--- src/rtl/dcl_pkg.sv ---
package dcl_pkg;

  // Code naming the structure that limits the group
  typedef enum logic [1:0] {
    LIM_ROB = 2'b00,
    LIM_IQ  = 2'b01,
    LIM_LSQ = 2'b10
  } lim_e;

  // Bit positions inside the full-event vector
  localparam int FULL_ROB_BIT = 2;
  localparam int FULL_IQ_BIT  = 1;
  localparam int FULL_LSQ_BIT = 0;

endpackage

--- src/rtl/dcl_credit_store.sv ---
module dcl_credit_store #(
  parameter int FREE_W = 6
) (
  input  logic              clk,
  input  logic              rst_n,
  input  logic [FREE_W-1:0] rob_in,
  input  logic              rob_upd,
  input  logic              empty_in,
  input  logic [FREE_W-1:0] iq_in,
  input  logic              iq_upd,
  input  logic [FREE_W-1:0] lsq_in,
  input  logic              lsq_upd,
  output logic [FREE_W-1:0] rob_q,
  output logic [FREE_W-1:0] iq_q,
  output logic [FREE_W-1:0] lsq_q,
  output logic              empty_q
);

  always_ff @(posedge clk) begin
    if (!rst_n) begin
      rob_q   <= '0;
      iq_q    <= '0;
      lsq_q   <= '0;
      empty_q <= 1'b1;
    end else begin
      if (rob_upd) begin
        rob_q   <= rob_in;
        empty_q <= empty_in;
      end
      if (iq_upd)  iq_q  <= iq_in;
      if (lsq_upd) lsq_q <= lsq_in;
    end
  end

  // without a strobe the stored counts hold
  p_rob_hold_r8: assert property (@(posedge clk) disable iff (!rst_n)
    !rob_upd |=> $stable(rob_q));
  p_iq_hold_r8: assert property (@(posedge clk) disable iff (!rst_n)
    !iq_upd |=> $stable(iq_q));
  p_lsq_load_r8: assert property (@(posedge clk) disable iff (!rst_n)
    lsq_upd |=> lsq_q == $past(lsq_in));
  // empty flag moves only with the reorder-buffer strobe
  p_empty_hold_r9: assert property (@(posedge clk) disable iff (!rst_n)
    !rob_upd |=> $stable(empty_q));

endmodule

--- src/rtl/dcl_inflight.sv ---
module dcl_inflight #(
  parameter int GRP_W = 3,
  parameter int INF_W = 7
) (
  input  logic             clk,
  input  logic             rst_n,
  input  logic [GRP_W-1:0] renamed,
  input  logic [GRP_W-1:0] disp,
  output logic [INF_W-1:0] count
);

  localparam int SUM_W = INF_W + 2;
  localparam int MAX_V = (1 << INF_W) - 1;
  typedef logic signed [SUM_W-1:0] sum_t;

  // Clamped step of the in-flight counter
  function automatic logic [INF_W-1:0] step(input logic [INF_W-1:0] cur,
                                            input logic [GRP_W-1:0] up,
                                            input logic [GRP_W-1:0] down);
    sum_t s;
    s = sum_t'({2'b00, cur}) + sum_t'({{(SUM_W-GRP_W){1'b0}}, up})
      - sum_t'({{(SUM_W-GRP_W){1'b0}}, down});
    if (s < 0)                 s = '0;
    else if (s > sum_t'(MAX_V)) s = sum_t'(MAX_V);
    return s[INF_W-1:0];
  endfunction

  logic [INF_W-1:0] count_nxt;
  assign count_nxt = step(count, renamed, disp);

  always_ff @(posedge clk) begin
    if (!rst_n) count <= '0;
    else        count <= count_nxt;
  end

  // direction of change follows the inputs
  p_infl_idle_r10: assert property (@(posedge clk) disable iff (!rst_n)
    (renamed == '0 && disp == '0) |=> $stable(count));
  p_infl_up_r10: assert property (@(posedge clk) disable iff (!rst_n)
    (disp == '0) |=> count >= $past(count));
  p_infl_down_r10: assert property (@(posedge clk) disable iff (!rst_n)
    (renamed == '0) |=> count <= $past(count));

endmodule

--- src/rtl/dcl_credit_pick.sv ---
module dcl_credit_pick
  import dcl_pkg::*;
#(
  parameter int FREE_W   = 6,
  parameter int INF_W    = 7,
  parameter int GRP_W    = 3,
  parameter int RENAME_W = 4
) (
  input  logic              clk,
  input  logic              rst_n,
  input  logic [FREE_W-1:0] rob_free,
  input  logic [FREE_W-1:0] iq_free,
  input  logic [FREE_W-1:0] lsq_free,
  input  logic [INF_W-1:0]  inflight,
  input  logic [GRP_W-1:0]  disp_tot,
  input  logic [GRP_W-1:0]  disp_lsq,
  input  logic [GRP_W-1:0]  avail,
  output logic [GRP_W-1:0]  allow,
  output logic              block,
  output logic              throttle,
  output lim_e              lim,
  output logic [2:0]        full
);

  localparam int CRED_W = INF_W + 2;
  typedef logic signed [CRED_W-1:0] cred_t;

  // Speculative credit: reported free minus undispatched in-flight
  function automatic cred_t credit(input logic [FREE_W-1:0] f,
                                   input logic [INF_W-1:0]  n,
                                   input logic [GRP_W-1:0]  d);
    cred_t fs, ns, ds;
    fs = cred_t'({{(CRED_W-FREE_W){1'b0}}, f});
    ns = cred_t'({{(CRED_W-INF_W){1'b0}}, n});
    ds = cred_t'({{(CRED_W-GRP_W){1'b0}}, d});
    return fs - (ns - ds);
  endfunction

  // Grant: smallest of waiting count, credit and rename width
  function automatic logic [GRP_W-1:0] grant(input cred_t m,
                                             input logic [GRP_W-1:0] a);
    cred_t g;
    g = cred_t'({{(CRED_W-GRP_W){1'b0}}, a});
    if (m < g)                    g = m;
    if (g > cred_t'(RENAME_W))    g = cred_t'(RENAME_W);
    if (g < 0)                    g = '0;
    return g[GRP_W-1:0];
  endfunction

  cred_t c_rob, c_iq, c_lsq, c_min;
  cred_t avail_s;
  logic  has_work, short_none, short_some, limited;

  assign c_rob   = credit(rob_free, inflight, disp_tot);
  assign c_iq    = credit(iq_free,  inflight, disp_tot);
  assign c_lsq   = credit(lsq_free, inflight, disp_lsq);
  assign avail_s = cred_t'({{(CRED_W-GRP_W){1'b0}}, avail});

  // Fixed tie-break: reorder buffer, then strictly smaller replaces
  always_comb begin
    c_min = c_rob;
    lim   = LIM_ROB;
    if (c_iq < c_min) begin
      c_min = c_iq;
      lim   = LIM_IQ;
    end
    if (c_lsq < c_min) begin
      c_min = c_lsq;
      lim   = LIM_LSQ;
    end
  end

  assign has_work   = (avail != '0);
  assign short_none = has_work && (c_min <= 0);
  assign short_some = has_work && (c_min > 0) && (c_min < avail_s);
  assign limited    = short_none || short_some;

  assign block    = short_none;
  assign throttle = short_some;
  assign allow    = (short_none || !has_work) ? '0 : grant(c_min, avail);

  always_comb begin
    full = 3'b000;
    if (limited) begin
      unique case (lim)
        LIM_ROB: full[FULL_ROB_BIT] = 1'b1;
        LIM_IQ:  full[FULL_IQ_BIT]  = 1'b1;
        default: full[FULL_LSQ_BIT] = 1'b1;
      endcase
    end
  end

  // a full stall grants nothing
  p_block_zero_r4: assert property (@(posedge clk) disable iff (!rst_n)
    block |-> (allow == '0 && !throttle));
  // never beyond the waiting count or the rename width
  p_allow_cap_r5: assert property (@(posedge clk) disable iff (!rst_n)
    (allow <= avail) && (int'(allow) <= RENAME_W));
  // at most one full event, present exactly when limited
  p_full_onehot_r4: assert property (@(posedge clk) disable iff (!rst_n)
    $onehot0(full) && ((full != 3'b000) == (block || throttle)));
  // a load/store choice means it is strictly below both others
  p_lsq_strict_r3: assert property (@(posedge clk) disable iff (!rst_n)
    (lim == LIM_LSQ) |-> (c_lsq < c_rob && c_lsq < c_iq));
  // nothing waiting, nothing signalled
  p_idle_quiet_r7: assert property (@(posedge clk) disable iff (!rst_n)
    (avail == '0) |-> (!block && !throttle && full == 3'b000));

endmodule

--- src/rtl/dcl_credit_limiter.sv ---
module dcl_credit_limiter
  import dcl_pkg::*;
#(
  parameter int THREADS  = 2,
  parameter int FREE_W   = 6,
  parameter int GRP_W    = 3,
  parameter int RENAME_W = 4,
  parameter int INF_W    = FREE_W + 1
) (
  input  logic                      clk,
  input  logic                      rst_n,
  input  logic [THREADS*FREE_W-1:0] rob_free_i,
  input  logic [THREADS-1:0]        rob_upd_i,
  input  logic [THREADS-1:0]        rob_empty_i,
  input  logic [THREADS*FREE_W-1:0] iq_free_i,
  input  logic [THREADS-1:0]        iq_upd_i,
  input  logic [THREADS*FREE_W-1:0] lsq_free_i,
  input  logic [THREADS-1:0]        lsq_upd_i,
  input  logic [THREADS*GRP_W-1:0]  disp_total_i,
  input  logic [THREADS*GRP_W-1:0]  disp_lsq_i,
  input  logic [THREADS*GRP_W-1:0]  renamed_i,
  input  logic [THREADS*GRP_W-1:0]  avail_i,
  output logic [THREADS*GRP_W-1:0]  allow_o,
  output logic [THREADS-1:0]        block_o,
  output logic [THREADS-1:0]        throttle_o,
  output logic [THREADS*2-1:0]      lim_o,
  output logic [THREADS-1:0]        rob_full_o,
  output logic [THREADS-1:0]        iq_full_o,
  output logic [THREADS-1:0]        lsq_full_o,
  output logic [THREADS-1:0]        rob_empty_o,
  output logic [THREADS*INF_W-1:0]  inflight_o
);

  for (genvar t = 0; t < THREADS; t++) begin : g_thr
    logic [FREE_W-1:0] rob_q, iq_q, lsq_q;
    logic [INF_W-1:0]  infl;
    lim_e              lim_t;
    logic [2:0]        full_t;

    dcl_credit_store #(.FREE_W(FREE_W)) u_store (
      .clk      (clk),
      .rst_n    (rst_n),
      .rob_in   (rob_free_i[t*FREE_W +: FREE_W]),
      .rob_upd  (rob_upd_i[t]),
      .empty_in (rob_empty_i[t]),
      .iq_in    (iq_free_i[t*FREE_W +: FREE_W]),
      .iq_upd   (iq_upd_i[t]),
      .lsq_in   (lsq_free_i[t*FREE_W +: FREE_W]),
      .lsq_upd  (lsq_upd_i[t]),
      .rob_q    (rob_q),
      .iq_q     (iq_q),
      .lsq_q    (lsq_q),
      .empty_q  (rob_empty_o[t])
    );

    dcl_inflight #(.GRP_W(GRP_W), .INF_W(INF_W)) u_infl (
      .clk     (clk),
      .rst_n   (rst_n),
      .renamed (renamed_i[t*GRP_W +: GRP_W]),
      .disp    (disp_total_i[t*GRP_W +: GRP_W]),
      .count   (infl)
    );

    dcl_credit_pick #(
      .FREE_W(FREE_W), .INF_W(INF_W), .GRP_W(GRP_W), .RENAME_W(RENAME_W)
    ) u_pick (
      .clk      (clk),
      .rst_n    (rst_n),
      .rob_free (rob_q),
      .iq_free  (iq_q),
      .lsq_free (lsq_q),
      .inflight (infl),
      .disp_tot (disp_total_i[t*GRP_W +: GRP_W]),
      .disp_lsq (disp_lsq_i[t*GRP_W +: GRP_W]),
      .avail    (avail_i[t*GRP_W +: GRP_W]),
      .allow    (allow_o[t*GRP_W +: GRP_W]),
      .block    (block_o[t]),
      .throttle (throttle_o[t]),
      .lim      (lim_t),
      .full     (full_t)
    );

    assign lim_o[t*2 +: 2]           = lim_t;
    assign rob_full_o[t]             = full_t[FULL_ROB_BIT];
    assign iq_full_o[t]              = full_t[FULL_IQ_BIT];
    assign lsq_full_o[t]             = full_t[FULL_LSQ_BIT];
    assign inflight_o[t*INF_W +: INF_W] = infl;
  end

endmodule

--- config.mk ---
export PLATFORM = sky130hd
export DESIGN_NAME = dcl_credit_limiter
export DESIGN_NICKNAME = d
export VERILOG_FILES = /design/src/rtl/dcl_pkg.sv /design/src/rtl/dcl_credit_store.sv /design/src/rtl/dcl_inflight.sv /design/src/rtl/dcl_credit_pick.sv /design/src/rtl/dcl_credit_limiter.sv
export SDC_FILE = /design/constraint.sdc
export NUM_CORES = 1
export LEC_CHECK = 0
export ABC_CLOCK_PERIOD_IN_PS = 35300
export BUFFER_PORTS_ARGS = -buffer_cell sky130_fd_sc_hd__clkbuf_2
export CAP_MARGIN = 10
export CORE_UTILIZATION = 55
export CTS_BUF_LIST = sky130_fd_sc_hd__clkbuf_8
export DETAILED_ROUTE_END_ITERATION = 8
export PLACE_DENSITY_LB_ADDON = 0.05
export REMOVE_ABC_BUFFERS = 1
export SYNTH_ARGS = -nofsm -noshare
export SYNTH_HDL_FRONTEND = slang
export SYNTH_SLANG_ARGS = --single-unit
--- constraint.sdc ---
create_clock -name clk -period 35.3 [get_ports clk]
set_clock_uncertainty 0.1 [all_clocks]
set_input_delay 7.06 -clock clk [delete_from_list [all_inputs] [get_ports clk]]
set_output_delay 7.06 -clock clk [all_outputs]
set_load 0.005 [all_outputs]
After elaboration in Yosys (flattened, before gate mapping)
Cells that the tools add are included.
- output and inout bits: 36
- flip-flop bits (word level): 52
- logic and storage cells: 91
- input bits: 70
- magnitude comparators: 18
- muxes and demuxes: 26
- bitwise logic cells: 1
- equal/unequal tests: 2
- reductions and logical operators: 20
- add/subtract/negate cells: 14
- operators by type and width (kind ; count):
    $mux 9 ; 8
    $lt 9x1->1 const B ; 4
    $lt 9x9->1 ; 4
    $sub 7x8->9 ; 4
    $sub 7x3->8 ; 4
    $gt 9x1->1 const B ; 2
    $gt 9x4->1 const B ; 2
    $gt 9x8->1 const B ; 2
    $le 9x1->1 const B ; 2
    $lt 9x4->1 ; 2
    $mux 3 ; 6
    $sub 7x9->9 ; 2
    $sub 8x3->9 ; 2
    $add 7x3->8 ; 2
    $mux 7 ; 2
    $mux 1 ; 8
    $reduce_or 2->1 ; 4
    $logic_and 1x1->1 ; 6
    $reduce_bool 3->1 ; 2
    $eq 2x1->1 const B ; 2
    $logic_not 2->1 ; 2
    $logic_or 1x1->1 ; 4
    $mux 2 ; 2
    $logic_not 1->1 ; 2
    $not 1->1 ; 1

Longest topological paths before layout
Gate-level depths: netlist of run 1.
- word-level depth: 13
- gate-level depth with buffers: 45
- depth with buffers taken out: 43

Cells and area by module
A second synthesis of run 1 with hierarchy kept.
- cell total of the unflattened synthesis: 943
- area, all modules: 7696.1 um2
- by module, submodules not included (module ; times used ; cells an instance ; area an instance (um2) ; sequential area each (um2)):
    dcl_credit_pick at g_thr[1].u_pick ; 1 ; 348 ; 2528.7 ; 0.0
    dcl_credit_pick at g_thr[0].u_pick ; 1 ; 319 ; 2329.7 ; 0.0
    dcl_credit_store ; 2 ; 61 ; 720.7 ; 380.4
    dcl_inflight ; 2 ; 77 ; 698.2 ; 140.1

Least setup slack after synthesis of run 1
No wires, ideal clock.
- path type: input to output
- start point: in disp_total_i[0]
- end point: out allow_o[0]
- required time: 28.140 ns
- arrival: 15.654 ns
- buffers on the path: 3
- setup slack: 12.486 ns
- stages on the path: 39
- cell sequence: ha_1 > fa_1 > inv_1 > fa_1 > nand2b_1 > a21oi_1 > a31o_2 > a21oi_1 > nor2_1 > a21boi_0 > ha_1 > nand2_1 > or3_1 > o22a_1 > a311o_1 > o311a_1 > a31oi_1 > buf_2 > [... 3 more ...] > a21oi_1 > o21ai_0 > a2111oi_0 > and2_1 > nand2_1 > o21ba_2 > o211ai_1 > clkbuf_1 > mux2i_1 > ha_1 > o211ai_1 > nand4_1 > ha_1 > buf_1 > nor2_1 > a31o_2 > o2111ai_1 > a21oi_1
- longest elaborated chain between the ends: 13
- elaborated cells on any way between the ends: 17
- those cells by class: add/sub: 3; order compare: 6; mux: 6; reduce/logical: 2
- ends and longest elaborated chain (item ; RTL line ; RTL):
    from (decl) ; dcl_credit_limiter.sv:19 ; input logic [THREADS*GRP_W-1:0] disp_total_i,
    $sub 7x3->8 (*) ; dcl_credit_pick.sv:36 ; return fs - (ns - ds);
    $sub 7x8->9 ; dcl_credit_pick.sv:36 ;
    $lt 9x9->1 ; dcl_credit_pick.sv:63 ; if (c_iq < c_min) begin
    $mux 9 (*) ; dcl_credit_pick.sv:63 ;
    $lt 9x9->1 ; dcl_credit_pick.sv:67 ; if (c_lsq < c_min) begin
    $mux 9 (*) ; dcl_credit_pick.sv:67 ;
    $lt 9x4->1 ; dcl_credit_pick.sv:44 ; if (m < g) g = m;
    $mux 9 ; dcl_credit_pick.sv:44 ;
    $gt 9x4->1 ; dcl_credit_pick.sv:45 ; if (g > cred_t'(RENAME_W)) g = cred_t'(RENAME_W);
    $mux 9 ; dcl_credit_pick.sv:45 ;
    $lt 9x1->1 ; dcl_credit_pick.sv:46 ; if (g < 0) g = '0;
    $mux 3 ; dcl_credit_pick.sv:46 ;
    $mux 3 (*) ; dcl_credit_pick.sv:80 ; assign allow = (short_none || !has_work) ? '0 : grant(c_min, avail);
    to (decl) ; dcl_credit_limiter.sv:23 ; output logic [THREADS*GRP_W-1:0] allow_o,
Mark *: on every way between the ends. The rest lies on a longest branch, timed or not.

Worst setup path after layout of run 1
- start point: in disp_total_i[0]
- end point: out allow_o[1]
Same word-level chain as after synthesis.

==> summary.md, run 1 <==
| Metric | Value |
|---|---|
| Status | `complete, no violations` |
| Final GP Congestion | `0.978` |
| Post-DP HPWL | `14600 um` |
| Remaining global-route overflow | `0` |
| Initial Util | `0.575` |
| Die ar. | `13900 um2` |
| Tmin final | `24290 ps` |
| Final Hold Viols | `0` |
| RSZ-0062 raised after global routing | `false` |
| Initial DRC Count | `242` |
| H-tree levels | `2` |
| Layout area overhead | `9.41%` |
| Drt pass-1 iters | `4` |
| Hold Crit Depth | `2` |
| Hold-fix buffers, CTS | `0` |
| FF-to-FF path depth | `15` |
| Critical path class | `input port to output pin` |
| Slew @ Worst Pin | `1110 ps` |
| Port-buffer cells | `105` |
| Wire per inst | `14.8 um` |
| Max-cap violation count | `0` |
| Mapped Avg Cell Area | `7.98 um2` |
| Max Fclk | `41.2 MHz` |
| Ys flop type | `dfxtp_1` |
| CP max FO | `14` |
| Clk Latency, worst-skew pair | `330 ps` |
| Initial antenna violation count | `0` |
| Longest Clk Path Bufs | `2` |
| Sequential share of the synthesized area | `0.141` |
| Mapped Area | `7380 um2` |
| Synthesized instance count | `924` |
| Remaining DRCs | `0` |
| Placeable Area | `12800 um2` |
| Vias in the first global route | `6466` |
| Number of routed nets with antenna violations | `0` |
| Setup-failing EPs final | `0` |
| GRT busiest layer | `met2` |
| #FFs+latches synth | `52` |
| Top-level I/O count | `106` |
| Startpoint Class | `input port` |
| Clk sinks | `52` |
| Yosys warns | `0` |
| Final nets | `1191` |
| Largest net degree at the start of global routing | `41` |
| Required arrival time at the worst endpoint | `28140 ps` |
| CTS resizes | `0` |
| Postcts setup bufs | `0` |
| DRT Wirelength | `17400 um` |
| First-pass GRT wire length | `29600 um` |
| Die width | `118 um` |
| Worst Hold Class | `flop to flop` |
| Hold EP | `g_thr[0].u_store.empty_q$_SDFFE_PN1P_` |
| Worst-path clk slew | `100 ps` |
| Chip Height | `118 um` |
| Row count | `41` |
| Crit. End Element | `output pin` |
| Global-route track usage on met1 | `0.294` |
| Total Routing Usage GR | `0.259` |
| WP data arrival | `17130 ps` |
| CTS root buf | `clkbuf_8` |
| CTS Buf Count | `5` |
| Hold_sp | `g_thr[0].u_store.empty_q$_SDFFE_PN1P_` |
| M2 GR Usage | `0.489` |
| TritonCTS clock tree | `yes` |
| Via/cell ratio | `5.66` |
| Post-Route Setup TNS | `0 ps` |
| GRT met3 Usage | `0.0315` |
| Post-synth ARST share | `0` |
| Max_slew headroom | `0.259` |
| Distinct cells, synth | `77` |
| Number of flops mapped to enable cells by yosys | `0` |
| Slowest library cell on the worst path | `o211ai_1` |
| RR Startpoint | `g_thr[0].u_infl.count[1]$_SDFF_PP0_` |
| Slew Limit Fails | `0` |
| Slowest stage delay, CP | `870 ps` |
| Antenna cells | `0` |
| Vias | `6667` |
| R2r setup slk | `32080 ps` |
| R2R Path End | `g_thr[0].u_infl.count[5]$_SDFF_PP0_` |
| Layout cells sized above 1 | `0.138` |
| Final worst path period share | `0.688` |
-- Yosys cell counts (all sizes together), types with 7 or more instances --
cell | count | area (um2)
o21a | 13 | 97.6
nor2 | 59 | 221
nand4 | 9 | 56.3
a21oi | 59 | 307
xor2 | 22 | 193
clkbuf | 19 | 71.3
buf | 13 | 76.3
inv | 100 | 375
nor3 | 17 | 85.1
o21ai | 31 | 155
dfxtp | 52 | 1040
or2 | 7 | 43.8
xnor2 | 40 | 350
o31a | 7 | 61.3
ha | 100 | 1250
nand2b | 11 | 68.8
fa | 16 | 320
and3 | 10 | 62.6
nand3 | 20 | 100
nand2 | 48 | 183
o211ai | 10 | 75.1
nor2b | 52 | 325
mux2i | 61 | 611
a21o | 20 | 150
a211oi | 7 | 52.6
-- per-stage QoR --
| stage | area (um2) | instances | hold WS [ps] | setup WS [ps] | util |
|---|---|---|---|---|---|
| 3_5_place_dp | 7980 | 1170 | 361 | 11120 | 0.622 |
| 3_3_place_gp | 7980 | 1170 | 363 | 11350 | 0.622 |
| 5_1_grt | 8070 | 1178 | 435 | 10200 | 0.629 |
| 2_1_floorplan | 7230 | 892 | 365 | 12000 | - |
| 4_1_cts | 8070 | 1178 | 396 | 11120 | 0.629 |
| 6_report | 8070 | 1178 | 394 | 11010 | 0.629 |
-- cell type report --
cell class	count	area (um2)
clock buffers	5	68.8
well taps	172	215
clock inverters	3	25.0
repair buffers	106	533
multi-input cells	740	5810
flip-flops and latches	52	1040
inverters	100	375
fillers	1241	4750
-- cells by family after synthesis --
group / synth area share
buf+inv: 0.0709
xor+xnor: 0.0736
flops: 0.141
compound gates: 0.209
mux: 0.0919
simple gates: 0.195
fa+ha+maj: 0.218
-- sequential cells by signal (all words and copies together), names as in the netlist --
signal                 cells
g_thr.u_infl.count        14
g_thr.u_store.lsq_q       12
g_thr.u_store.rob_q       12
g_thr.u_store.iq_q        12
g_thr.u_store.empty_q      2
-- worst max-delay path by stage --
stage                     from    endpoint  cells after the start
6_report       disp_total_i[0]  allow_o[1]                     37
5_1_grt        disp_total_i[0]  allow_o[1]                     37
4_1_cts        disp_total_i[0]  allow_o[1]                     37
3_5_place_dp   disp_total_i[0]  allow_o[1]                     37
3_3_place_gp   disp_total_i[0]  allow_o[0]                     37
2_1_floorplan  disp_total_i[0]  allow_o[0]                     34
-- worst max-delay path, delay by kind of cell --
family	cells	cell delay [ps]
buffers and inverters	4	560
adders and majority gates	7	2700
muxes	1	380
AOI/OAI and AO/OA	17	4560
and+or+nand+nor	8	1860
-- layout by cell type, fill, tap and decap left out, drive strengths merged, types with 4 or more instances in the layout --
cell and instances:
clkbuf 110, inv 102, ha 100, mux2i 61
nor2 59, a21oi 59, nor2b 52, dfxtp 52
nand2 48, xnor2 40, o21ai 31, xor2 22
nand3 20, a21o 20, nor3 17, fa 16
o21a 13, nand2b 11, o211ai 10, and3 10
nand4 9, o31a 7, a211oi 7, or2 7
and2 6, a31oi 6, o31ai 6, a2111oi 6
mux2 6, nand3b 5, a21boi 5, o21bai 5
or3 5, or4 4, a211o 4, o311a 4
maj3 4, nor3b 4, or4b 4
-- routing by layer --
| metal | routed length, um | part of all wire |
|---|---|---|
| met3 | 537 | 0.031 |
| met2 | 9080 | 0.52 |
| met1 | 7350 | 0.42 |
| met5 | 0 | 0 |
| met4 | 414 | 0.024 |
Power of run 1 is not shown: default switching activity piles up to over one toggle a cycle in this logic, so the estimate is an artifact.
==> run 2, diff against run 1 <==
--- a/config.mk
+++ b/config.mk
@@ -5,7 +5,7 @@
 export SDC_FILE = /design/constraint.sdc
 export NUM_CORES = 1
 export LEC_CHECK = 0
-export ABC_CLOCK_PERIOD_IN_PS = 35300
+export ABC_CLOCK_PERIOD_IN_PS = 20800
 export BUFFER_PORTS_ARGS = -buffer_cell sky130_fd_sc_hd__clkbuf_2
 export CAP_MARGIN = 10
 export CORE_UTILIZATION = 55
==> constraint.sdc (replaced) <==
create_clock -name clk -period 20.8 [get_ports clk]
set_clock_uncertainty 0.1 [all_clocks]
set_input_delay 4.16 -clock clk [delete_from_list [all_inputs] [get_ports clk]]
set_output_delay 4.16 -clock clk [all_outputs]
set_load 0.005 [all_outputs]
==> summary.md, run 2 (synthesized netlist as in run 1, its figures left out) <==
| Metric | Value |
|---|---|
| Status | `complete, no violations (unchanged)` |
| Max Fclk | `54.5 MHz` |
| Top-level I/O count | `106 (unchanged)` |
| Final GP Congestion | `0.979 (was 0.978)` |
| Count of filler cells inserted in the layout | `1226 (was 1241)` |
| CP max FO | `14 (unchanged)` |
| Longest Clk Path Bufs | `2 (unchanged)` |
| Slew Limit Fails | `0 (unchanged)` |
| CP top delay family | `compound AO/OA/AOI/OAI gates (unchanged)` |
| DRT Wirelength | `17400 um (about the same)` |
| Largest Register | `g_thr.u_infl.count (unchanged)` |
| Flip-flop count of the largest register after layout | `14 (unchanged)` |
| Worst-path clk slew | `110 ps (was 100 ps)` |
| Layout cells sized above 1 | `0.138 (unchanged)` |
| Clk sinks | `52 (unchanged)` |
| CTS root buf | `clkbuf_8 (unchanged)` |
| Max_slew headroom | `0.294 (was 0.259)` |
| Layout area overhead | `9.41% (unchanged)` |
| Antenna cells | `0 (unchanged)` |
| Initial Util | `0.575 (unchanged)` |
| Total Routing Usage GR | `0.258 (was 0.259)` |
| Required arrival time at the worst endpoint | `16540 ps (was 28140 ps)` |
| WP data arrival | `14100 ps (was 17130 ps)` |
| Via/cell ratio | `5.70 (was 5.66)` |
| Drt pass-1 iters | `6 (was 4)` |
| Final nets | `1191 (unchanged)` |
| Largest net degree at the start of global routing | `41 (unchanged)` |
| Crit. End Element | `output pin (unchanged)` |
| Die ar. | `13900 um2 (unchanged)` |
| Setup-failing EPs final | `0 (unchanged)` |
| Worst Hold Class | `flop to flop (unchanged)` |
| Critical path class | `input port to output pin (unchanged)` |
| Vias | `6712 (was 6667)` |
| Number of routed nets with antenna violations | `0 (unchanged)` |
| Vias in the first global route | `6494 (was 6466)` |
| Postcts setup bufs | `0 (unchanged)` |
| Max-cap violation count | `0 (unchanged)` |
| Post-Route Setup TNS | `0 ps (unchanged)` |
| Most frequent cells in the layout | `clkbuf_2 (105), inv_1 (100), ha_1 (100), mux2i_1 (61), nor2_1 (59) (unchanged)` |
| Final hold slack | `395 ps (was 394 ps)` |
| Initial antenna violation count | `0 (unchanged)` |
| Chip Height | `118 um (unchanged)` |
| Die width | `118 um (unchanged)` |
| Hold-fix buffers, CTS | `0 (unchanged)` |
| Slew @ Worst Pin | `1050 ps (was 1110 ps)` |
| Final Hold Viols | `0 (unchanged)` |
| Wire per inst | `14.8 um (about the same)` |
| Slowest library cell on the worst path | `o211ai_1 (unchanged)` |
| Tmin final | `18360 ps` |
| CTS resizes | `0 (unchanged)` |
| Final worst path period share | `0.883` |
| RSZ-0062 raised after global routing | `false (unchanged)` |
| Slowest stage delay, CP | `830 ps (was 870 ps)` |
| Post-DP HPWL | `14600 um (about the same)` |
| Initial DRC Count | `320 (was 242)` |
| Row count | `41 (unchanged)` |
| Clk Latency, worst-skew pair | `340 ps (was 330 ps)` |
| Remaining global-route overflow | `0 (unchanged)` |
| H-tree levels | `2 (unchanged)` |
| First-pass GRT wire length | `29500 um (was 29600 um)` |
| Placeable Area | `12800 um2 (unchanged)` |
| Port-buffer cells | `105 (unchanged)` |
| CTS Buf Count | `5 (unchanged)` |
| Startpoint Class | `input port (unchanged)` |
| Commonest non-fill, non-tap cell in the layout | `clkbuf_2 (unchanged)` |
| TritonCTS clock tree | `yes (unchanged)` |
| CP bufs+invs | `4 (unchanged)` |
| Remaining DRCs | `0 (unchanged)` |
[run 2: tightest hold or removal path, stage by stage (launching register included)]
cell and delay [ps]:
dfxtp_1 350, mux2i_1 70, nand2_1 60
[run 2: through the flow]
stage          instance area, um2  std cells  worst slack, ps  utilization
4_1_cts                      8070       1178             2470        0.629
6_report                     8070       1178             2440        0.629
5_1_grt                      8070       1178             1620        0.629
3_3_place_gp                 7980       1170             2650        0.622
3_5_place_dp                 7980       1170             2480        0.622
2_1_floorplan                7230        892             3300            -
[run 2: routing by layer]
| metal | GRT usage | vias up | wire, um |
|---|---|---|---|
| met5 | 0 | - | 0 |
| met2 | 0.479 | 128 | 8890 |
| met4 | 0.117 | 0 | 614 |
| met3 | 0.0257 | 50 | 407 |
| li1 | - | 3448 | - |
| met1 | 0.295 | 3086 | 7470 |
[run 2: final timing paths]
check	startpoint	to	slack [ps]	cells after the start
max	disp_total_i[0]	allow_o[1]	2440	37
min	g_thr[0].u_store.empty_q$_SDFFE_PN1P_	g_thr[0].u_store.empty_q$_SDFFE_PN1P_	400	2
max reg2reg	g_thr[0].u_infl.count[1]$_SDFF_PP0_	g_thr[0].u_infl.count[5]$_SDFF_PP0_	17590	15
min reg2reg	g_thr[0].u_store.empty_q$_SDFFE_PN1P_	g_thr[0].u_store.empty_q$_SDFFE_PN1P_	400	2
[run 2: layout make-up]
| class | instances | area [um2] | share of cell area |
|---|---|---|---|
| clock buffers | 5 | 68.8 | 0.00853 |
| clock inverters | 3 | 25.0 | 0.00310 |
| inverters | 100 | 375 | 0.0465 |
| multi-input cells | 740 | 5810 | 0.720 |
| flip-flops and latches | 52 | 1040 | 0.129 |
| well taps | 172 | 215 | 0.0267 |
| repair buffers | 106 | 533 | 0.0660 |
Power of run 2 is left out for the same reason.
==> run 3, diff against run 2 <==
--- a/config.mk
+++ b/config.mk
@@ -6,7 +6,7 @@
 export NUM_CORES = 1
 export LEC_CHECK = 0
 export ABC_CLOCK_PERIOD_IN_PS = 20800
-export BUFFER_PORTS_ARGS = -buffer_cell sky130_fd_sc_hd__clkbuf_2
+export BUFFER_PORTS_ARGS = -buffer_cell sky130_fd_sc_hd__buf_2
 export CAP_MARGIN = 10
 export CORE_UTILIZATION = 55
 export CTS_BUF_LIST = sky130_fd_sc_hd__clkbuf_8
==> summary.md, run 3 (synthesized netlist as in run 1, its figures left out) <==
| Metric | Value |
|---|---|
| CTS root buf | `clkbuf_8 (unchanged)` |
| Remaining global-route overflow | `0 (unchanged)` |
| Clk Latency, worst-skew pair | `330 ps (was 340 ps)` |
| Tmin final | `18520 ps (was 18360 ps)` |
| Initial Util | `0.575 (unchanged)` |
| Post-Route Setup TNS | `0 ps (unchanged)` |
| Final worst path period share | `0.891 (was 0.883)` |
| Status | `complete, no violations (unchanged)` |
| Via/cell ratio | `5.66 (was 5.70)` |
| Initial DRC Count | `291 (was 320)` |
| Max Fclk | `54.0 MHz (was 54.5 MHz)` |
| Final Hold Viols | `0 (unchanged)` |
| Hold_sp | `g_thr[1].u_store.empty_q$_SDFFE_PN1P_ (was g_thr[0].u_store.empty_q$_SDFFE_PN1P_)` |
| Count of filler cells inserted in the layout | `1236 (was 1226)` |
| Initial antenna violation count | `0 (unchanged)` |
| CP Launch Point | `disp_total_i[0] (unchanged)` |
| FF-to-FF path depth | `15 (unchanged)` |
| Slew Limit Fails | `0 (unchanged)` |
| R2R Path End | `g_thr[0].u_infl.count[2]$_SDFF_PP0_ (was g_thr[0].u_infl.count[5]$_SDFF_PP0_)` |
| DRT Wirelength | `17600 um (was 17400 um)` |
| CTS Buf Count | `5 (unchanged)` |
| Startpoint Class | `input port (unchanged)` |
| Drt pass-1 iters | `4 (was 6)` |
| Wire per inst | `14.9 um (was 14.8 um)` |
| Vias in the first global route | `6520 (was 6494)` |
| WP data arrival | `14260 ps (was 14100 ps)` |
| Slowest stage delay, CP | `870 ps (was 830 ps)` |
| Slowest library cell on the worst path | `o211ai_1 (unchanged)` |
| Vias | `6673 (was 6712)` |
| Clk sinks | `52 (unchanged)` |
| Largest Register | `g_thr.u_infl.count (unchanged)` |
| RR Startpoint | `g_thr[0].u_infl.count[1]$_SDFF_PP0_ (unchanged)` |
| TritonCTS clock tree | `yes (unchanged)` |
| Worst-path clk slew | `110 ps (about the same)` |
| Final nets | `1191 (unchanged)` |
| Most frequent cells in the layout | `buf_2 (105), inv_1 (100), ha_1 (100), mux2i_1 (61), nor2_1 (59) (was clkbuf_2 (105), inv_1 (100), ha_1 (100), mux2i_1 (61), nor2_1 (59))` |
| Die width | `118 um (unchanged)` |
| Post-DP HPWL | `14500 um (was 14600 um)` |
| Die ar. | `13900 um2 (unchanged)` |
| Required arrival time at the worst endpoint | `16540 ps (about the same)` |
| Row count | `41 (unchanged)` |
| H-tree levels | `2 (unchanged)` |
| Layout cells sized above 1 | `0.138 (unchanged)` |
| CTS resizes | `0 (unchanged)` |
| Port-buffer cells | `105 (unchanged)` |
| Chip Height | `118 um (unchanged)` |
| Critical path class | `input port to output pin (unchanged)` |
| Max_slew headroom | `0.258 (was 0.294)` |
| Number of routed nets with antenna violations | `0 (unchanged)` |
| First-pass GRT wire length | `30100 um (was 29500 um)` |
| Final GP Congestion | `0.988 (was 0.979)` |
| Hold Crit Depth | `2 (unchanged)` |
| Crit. End Element | `output pin (unchanged)` |
| Layout area overhead | `9.70% (was 9.41%)` |
| Placeable Area | `12800 um2 (unchanged)` |
| Setup-failing EPs final | `0 (unchanged)` |
| Remaining DRCs | `0 (unchanged)` |
| Antenna cells | `0 (unchanged)` |
| CP max FO | `14 (unchanged)` |
| Flip-flop count of the largest register after layout | `14 (unchanged)` |
| Longest Clk Path Bufs | `2 (unchanged)` |
| Postcts setup bufs | `0 (unchanged)` |
| Hold EP | `g_thr[1].u_store.empty_q$_SDFFE_PN1P_ (was g_thr[0].u_store.empty_q$_SDFFE_PN1P_)` |
| Max-cap violation count | `0 (unchanged)` |
| Hold-fix buffers, CTS | `0 (unchanged)` |
| Total Routing Usage GR | `0.261 (was 0.258)` |
| R2r setup slk | `17670 ps (was 17590 ps)` |
| Largest net degree at the start of global routing | `41 (unchanged)` |
| Worst Hold Class | `flop to flop (unchanged)` |
| RSZ-0062 raised after global routing | `false (unchanged)` |
| Slew @ Worst Pin | `1110 ps (was 1050 ps)` |
| Commonest non-fill, non-tap cell in the layout | `buf_2 (was clkbuf_2)` |
| Top-level I/O count | `106 (unchanged)` |
==> run 3: metal layers <==
layer	wire (um)	up-vias	GRT usage
met5	0	-	0
li1	-	3462	-
met4	376	0	0.0809
met1	7690	3073	0.304
met3	389	33	0.0286
met2	9110	105	0.492
==> run 3: area by class of cell <==
class / count / area [um2] / share of cell area
clock buffer: 5 / 68.8 / 0.00850
clock inverter: 3 / 46.3 / 0.00572
inverter: 100 / 375 / 0.0464
multi-input combinational: 740 / 5810 / 0.718
sequential: 52 / 1040 / 0.129
tap: 172 / 215 / 0.0266
timing repair buffer: 106 / 533 / 0.0659
==> run 3: worst max path at each step <==
stage | end | slack [ps] | cells past startpoint
2_1_floorplan | allow_o[0] | 3300 | 34
3_3_place_gp | allow_o[1] | 2670 | 37
3_5_place_dp | allow_o[1] | 2450 | 37
4_1_cts | allow_o[1] | 2430 | 37
5_1_grt | allow_o[1] | 1650 | 38
6_report | allow_o[1] | 2280 | 37
==> run 3: critical path: cells and delay by family <==
| family | cells | cell delay [ps] |
|---|---|---|
| and+or+nand+nor | 8 | 1850 |
| muxes | 1 | 380 |
| buffers and inverters | 4 | 570 |
| adders and majority gates | 7 | 2710 |
| AOI/OAI and AO/OA | 17 | 4600 |
==> run 3: stage by stage <==
step                      cell area (um2)  hold WS (ps)  cells   util  worst slack, ps
after floorplan                      7230           365    892      -             3300
after global placement               7980           350   1170  0.622             2670
after detailed placement             7980           355   1170  0.622             2450
after CTS                            8090           384   1178  0.631             2430
after global routing                 8090           438   1178  0.631             1650
final                                8090           381   1178  0.631             2280
Power of run 3 is left out for the same reason.
